**config.mk**
```make
export PLATFORM = sky130hd
export DESIGN_NAME = synth_prog_seq
export DESIGN_NICKNAME = d
export VERILOG_FILES = /design/src/rtl/synth_prog_seq.sv
export SDC_FILE = /design/constraint.sdc
export NUM_CORES = 1
export LEC_CHECK = 0
export BUFFER_PORTS_ARGS = -buffer_cell sky130_fd_sc_hd__buf_2
export CAP_MARGIN = 0
export CORE_AREA = 2 2 80 82
export CTS_BUF_LIST = sky130_fd_sc_hd__clkbuf_8
export DETAILED_ROUTE_END_ITERATION = 8
export DIE_AREA = 0 0 82 84
export PLACE_DENSITY = 0.84
export SYNTH_ARGS = -nofsm -noshare
export SYNTH_HDL_FRONTEND = slang
export SYNTH_SLANG_ARGS = --single-unit
```
**constraint.sdc**
```tcl
create_clock -name clk -period 3.54 [get_ports clk]
set_input_delay 0.354 -clock clk [delete_from_list [all_inputs] [get_ports clk]]
set_output_delay 0.354 -clock clk [all_outputs]
set_load 0.02 [all_outputs]
```
**src/rtl/synth_prog_seq.sv**
```systemverilog
module synth_prog_seq #(
  parameter int CLK_DIV   = 4,
  parameter int LOCK_WAIT = 1000
) (
  input  logic        clk,
  input  logic        rst_n,
  input  logic        start,
  input  logic [23:0] cfg_init,
  input  logic [23:0] cfg_func,
  input  logic [23:0] cfg_ref,
  input  logic [23:0] cfg_fb,
  input  logic        lock_det,
  output logic        sclk,
  output logic        sdata,
  output logic        le,
  output logic        ce,
  output logic        busy,
  output logic        done,
  output logic        locked,
  output logic        timed_out
);
  localparam int DW = $clog2(CLK_DIV + 1);
  localparam int TW = $clog2(LOCK_WAIT + 1);

  typedef enum logic [1:0] {S_IDLE, S_SHIFT, S_GAP, S_POLL} st_t;

  st_t         state;
  logic [DW-1:0] div_cnt;
  logic [TW-1:0] tmo_cnt;
  logic [4:0]  bit_cnt;
  logic [1:0]  widx;
  logic        half;
  logic [23:0] shreg;
  logic [23:0] next_word;
  logic        tick;

  assign tick  = div_cnt == DW'(CLK_DIV - 1);
  assign sdata = shreg[23];
  assign busy  = state != S_IDLE;

  always_comb begin
    case (widx)
      2'd0:    next_word = cfg_func;
      2'd1:    next_word = cfg_ref;
      default: next_word = cfg_fb;
    endcase
  end

  always_ff @(posedge clk) begin
    if (!rst_n || state == S_IDLE || tick) div_cnt <= '0;
    else                                   div_cnt <= div_cnt + 1'b1;
  end

  always_ff @(posedge clk) begin
    if (!rst_n) begin
      state     <= S_IDLE;
      sclk      <= 1'b0;
      le        <= 1'b1;
      ce        <= 1'b0;
      done      <= 1'b0;
      locked    <= 1'b0;
      timed_out <= 1'b0;
      widx      <= '0;
      bit_cnt   <= '0;
      half      <= 1'b0;
      shreg     <= '0;
      tmo_cnt   <= '0;
    end else begin
      done <= 1'b0;
      case (state)
        S_IDLE: if (start) begin
          ce        <= 1'b1;
          le        <= 1'b0;
          locked    <= 1'b0;
          timed_out <= 1'b0;
          widx      <= '0;
          shreg     <= cfg_init;
          bit_cnt   <= '0;
          half      <= 1'b0;
          state     <= S_SHIFT;
        end
        S_SHIFT: if (tick) begin
          if (!half) begin
            sclk <= 1'b1;
            half <= 1'b1;
          end else begin
            sclk <= 1'b0;
            half <= 1'b0;
            if (bit_cnt == 5'd23) begin
              le    <= 1'b1;
              state <= S_GAP;
              if (widx == 2'd3) done <= 1'b1;
            end else begin
              bit_cnt <= bit_cnt + 1'b1;
              shreg   <= {shreg[22:0], 1'b0};
            end
          end
        end
        S_GAP: if (tick) begin
          if (!half) half <= 1'b1;
          else begin
            half <= 1'b0;
            if (widx == 2'd3) begin
              tmo_cnt <= '0;
              state   <= S_POLL;
            end else begin
              widx    <= widx + 1'b1;
              shreg   <= next_word;
              bit_cnt <= '0;
              le      <= 1'b0;
              state   <= S_SHIFT;
            end
          end
        end
        default: begin
          if (lock_det) begin
            locked <= 1'b1;
            state  <= S_IDLE;
          end else if (tmo_cnt == TW'(LOCK_WAIT - 1)) begin
            timed_out <= 1'b1;
            state     <= S_IDLE;
          end else begin
            tmo_cnt <= tmo_cnt + 1'b1;
          end
        end
      endcase
    end
  end
endmodule

```
==> reports/results.tsv <==
metric	value	unit
setup.reg_to_reg.worst_slack	0.81	ns
diodes_inserted	0	
slowest_delay	0.87	ns
mostFrequentLayoutCell	buf_2	
maxSlewHeadroom	28.1	%
timing.final.crit_period	2.73	ns
design.final.nets	608	
synth-warning-count	0	
fp.dieArea	6890	um^2
holdCritPathClass	in -> reg	
timing.setup.tns	0	ns
area_of_combinational_cells_with_multiple_inputs	2090	um^2
grt_pass1_wl	14.0	mm
pwr_density_cell	652	nW/um^2
count_of_nets_left_with_antenna_violations_after_detail_routing	0	
post_drt_wl_per_cell	15.0	um
clock_pin_slew_on_the_worst_setup_and_hold_paths	0.09	ns
flip_flop_and_latch_count_after_synthesis	53	
final_layout_size_suffix_gt1_share	27.3	%
critical_path.cell_chain	inv_1 > ha_1 > o2bb2ai_2 > and3_1 > a21oi_2 > a22o_1	
mappedNetlistNets	523	
vdd_ir_drop_max	0.343	mV
async_flop_share	0	%
chipHeight	84	um
cts_post_setup_buffers_inserted	0	
start_util	55.2	%
timing.hold.worst.start	rst_n	
cts.sink_count	53	
fin_skew	0.00994	ns
seq_area_frac_synth	31.5	%
slew_viol_final	0	
most_frequent_cells_in_the_layout	107 x buf_2, 53 x dfxtp_1, 46 x a22o_1	
cp_slowest_cell	a21oi_2	
grt_start_max_net_pins	49	
finalHoldViolCount	0	
synth-edff-count	0	
worst_setup_path_start_kind	flip-flop	
rsz0062_at_grt	no	
finalWirelength	8.60	mm
synth_ff_type	dfxtp_1	
dr.pass1.iters	5	
fin_crit_sh	77.2	%
final-seq-area	1060	um^2
postSynthAreaPerCell	8.16	um^2
route.detailed.vias_per_inst	5.95	
reg2reg_to	shreg[2]$_SDFFE_PN0P_	
timing.critical_path.from	state[1]$_SDFFE_PN0P_	
cts_root_buf	clkbuf_8	
maxCapViolations	0	
num_rows	29	
grt_antenna_before_repair	0	
remaining_drc_errors	0	
syn-cell-area	3360	um^2
outcome	finished, final reports clean	
timing.critical_path.arrival	2.99	ns
synth.distinct_cells	56	
crit_path_end	shreg[2]$_SDFFE_PN0P_	
insertion_delay	0.31	ns
cts_made_buffers	5	
tritoncts	built	
design.portCount	108	
cts-htree-levels	2	
timing.final.setup_violations	0	
critPathMaxFanout	23	
timing.setup.critical_path_class	reg -> reg	
worst_setup_path_end_kind	flip-flop	
route.vias.total	3422	
initialDrtViolationCount	240	
first_global_vias	3131	
preCtsSetupSlack	0.901	ns
core	6100	um^2
post-route-worst-setup-slack	0.807	ns
areaGrowthSynthToFinish	17.8	%
numPortBuffers	107	
cts-hold-fix-buffers	0	
dpl.hpwl	6.20	mm
n_fill_cell	520	
reg2regPathDepth	6	
total_routing_usage_reported_by_global_routing	25.0	%
post_cts_resized	0	
max-clock-path-buffers	2	
grt_overflow_total	0	
r2r_start	state[1]$_SDFFE_PN0P_	
power.static_leakage	0.00165	uW
worst_hold_slack	0.333	ns
die_w	82	um
syn_inst	412	
gp_congestion	0.832	
max_slew.worst_pin.slew	1.08	ns
worst_ep_required_time	3.80	ns
max_clock_freq	0.366	GHz
-- cell type report --
| class | instances | area share, % |
|---|---|---|
| flip-flops and latches | 53 | 26.8 |
| well taps | 77 | 2.43 |
| clock inverters | 3 | 0.537 |
| clock buffers | 5 | 1.74 |
| multi-input cells | 313 | 52.8 |
| repair buffers | 113 | 14.7 |
| inverters | 11 | 1.04 |
-- worst min-delay path by stage --
stage / endpoint / slack [ns] / depth (start not counted)
2_1_floorplan: div_cnt[0]$_SDFF_PP0_ / 0.40 / 1
3_3_place_gp: div_cnt[0]$_SDFF_PP0_ / 0.40 / 1
3_5_place_dp: div_cnt[0]$_SDFF_PP0_ / 0.42 / 1
4_1_cts: le$_SDFFE_PN1P_ / 0.33 / 2
5_1_grt: le$_SDFFE_PN1P_ / 0.33 / 2
6_report: le$_SDFFE_PN1P_ / 0.33 / 2
-- worst max-delay path: cells and delay by family, from the launching register on --
kind / cells / cell delay (ns)
fa+ha+maj: 1 / 0.66
buf+inv: 1 / 0.10
flops: 1 / 0.36
simple gates: 1 / 0.28
compound gates: 3 / 1.29
-- state kept, by name, summed over array words and instances (netlist names) --
register / flops
bit_cnt: 5
ce: 1
div_cnt: 3
done: 1
half: 1
le: 1
locked: 1
sclk: 1
shreg: 24
state: 2
timed_out: 1
tmo_cnt: 10
widx: 2
-- power by group --
part	leakage, uW	switching [uW]	internal, uW	total [uW]
combinational	0.00118	866	535	1400
sequential	0.000432	90.2	746	836
clock	0.0000445	205	141	346
total	0.00165	1160	1420	2580
-- layer usage --
metal  track usage, %  up-vias  wire length (um)
met1             32.8     1594              3790
li1                 -     1713                 -
met4             8.18        0               115
met3             4.00       11               399
met2             41.1      104              4290
met5                0        -                 0
-- stage by stage --
step | instance area (um^2) | utilization (%) | instances | power [uW]
6_report | 3960 | 65.0 | 575 | 2580
5_1_grt | 3960 | 65.0 | 575 | 2790
4_1_cts | 3960 | 65.0 | 575 | 2570
3_5_place_dp | 3870 | 63.5 | 567 | 2230
3_3_place_gp | 3870 | 63.5 | 567 | 2180
2_1_floorplan | 3360 | - | 412 | 1950
-- logic make-up after synthesis --
logic type,Yosys count,synth area share [%]
fa+ha+maj,11,4.09
xor+xnor,1,0.260
compound gates,151,32.5
flops,53,31.5
buf+inv,46,6.32
simple gates,146,24.1
mux,4,1.23
-- synthesized netlist by cell type (all sizes together), types with 2 or more instances --
cell | instances | area [um^2]
and3 | 6 | 43.8
a22o | 46 | 403
and4b | 2 | 20.0
a211oi | 2 | 15.0
o21ai | 33 | 165
nor3b | 24 | 180
nand3 | 11 | 60.1
nand2 | 34 | 128
inv | 11 | 41.3
mux2i | 3 | 30.0
nor2 | 36 | 138
o2111ai | 2 | 23.8
and2 | 3 | 18.8
o31ai | 9 | 67.6
nand4 | 2 | 12.5
buf | 14 | 91.3
o211ai | 3 | 27.5
ha | 11 | 138
a21oi | 18 | 90.1
clkbuf | 21 | 80.1
dfxtp | 53 | 1060
nor2b | 3 | 18.8
or4 | 9 | 67.6
nor3 | 3 | 25.0
nand2b | 7 | 43.8
a31oi | 27 | 184
(Power assumes the default switching activity.)
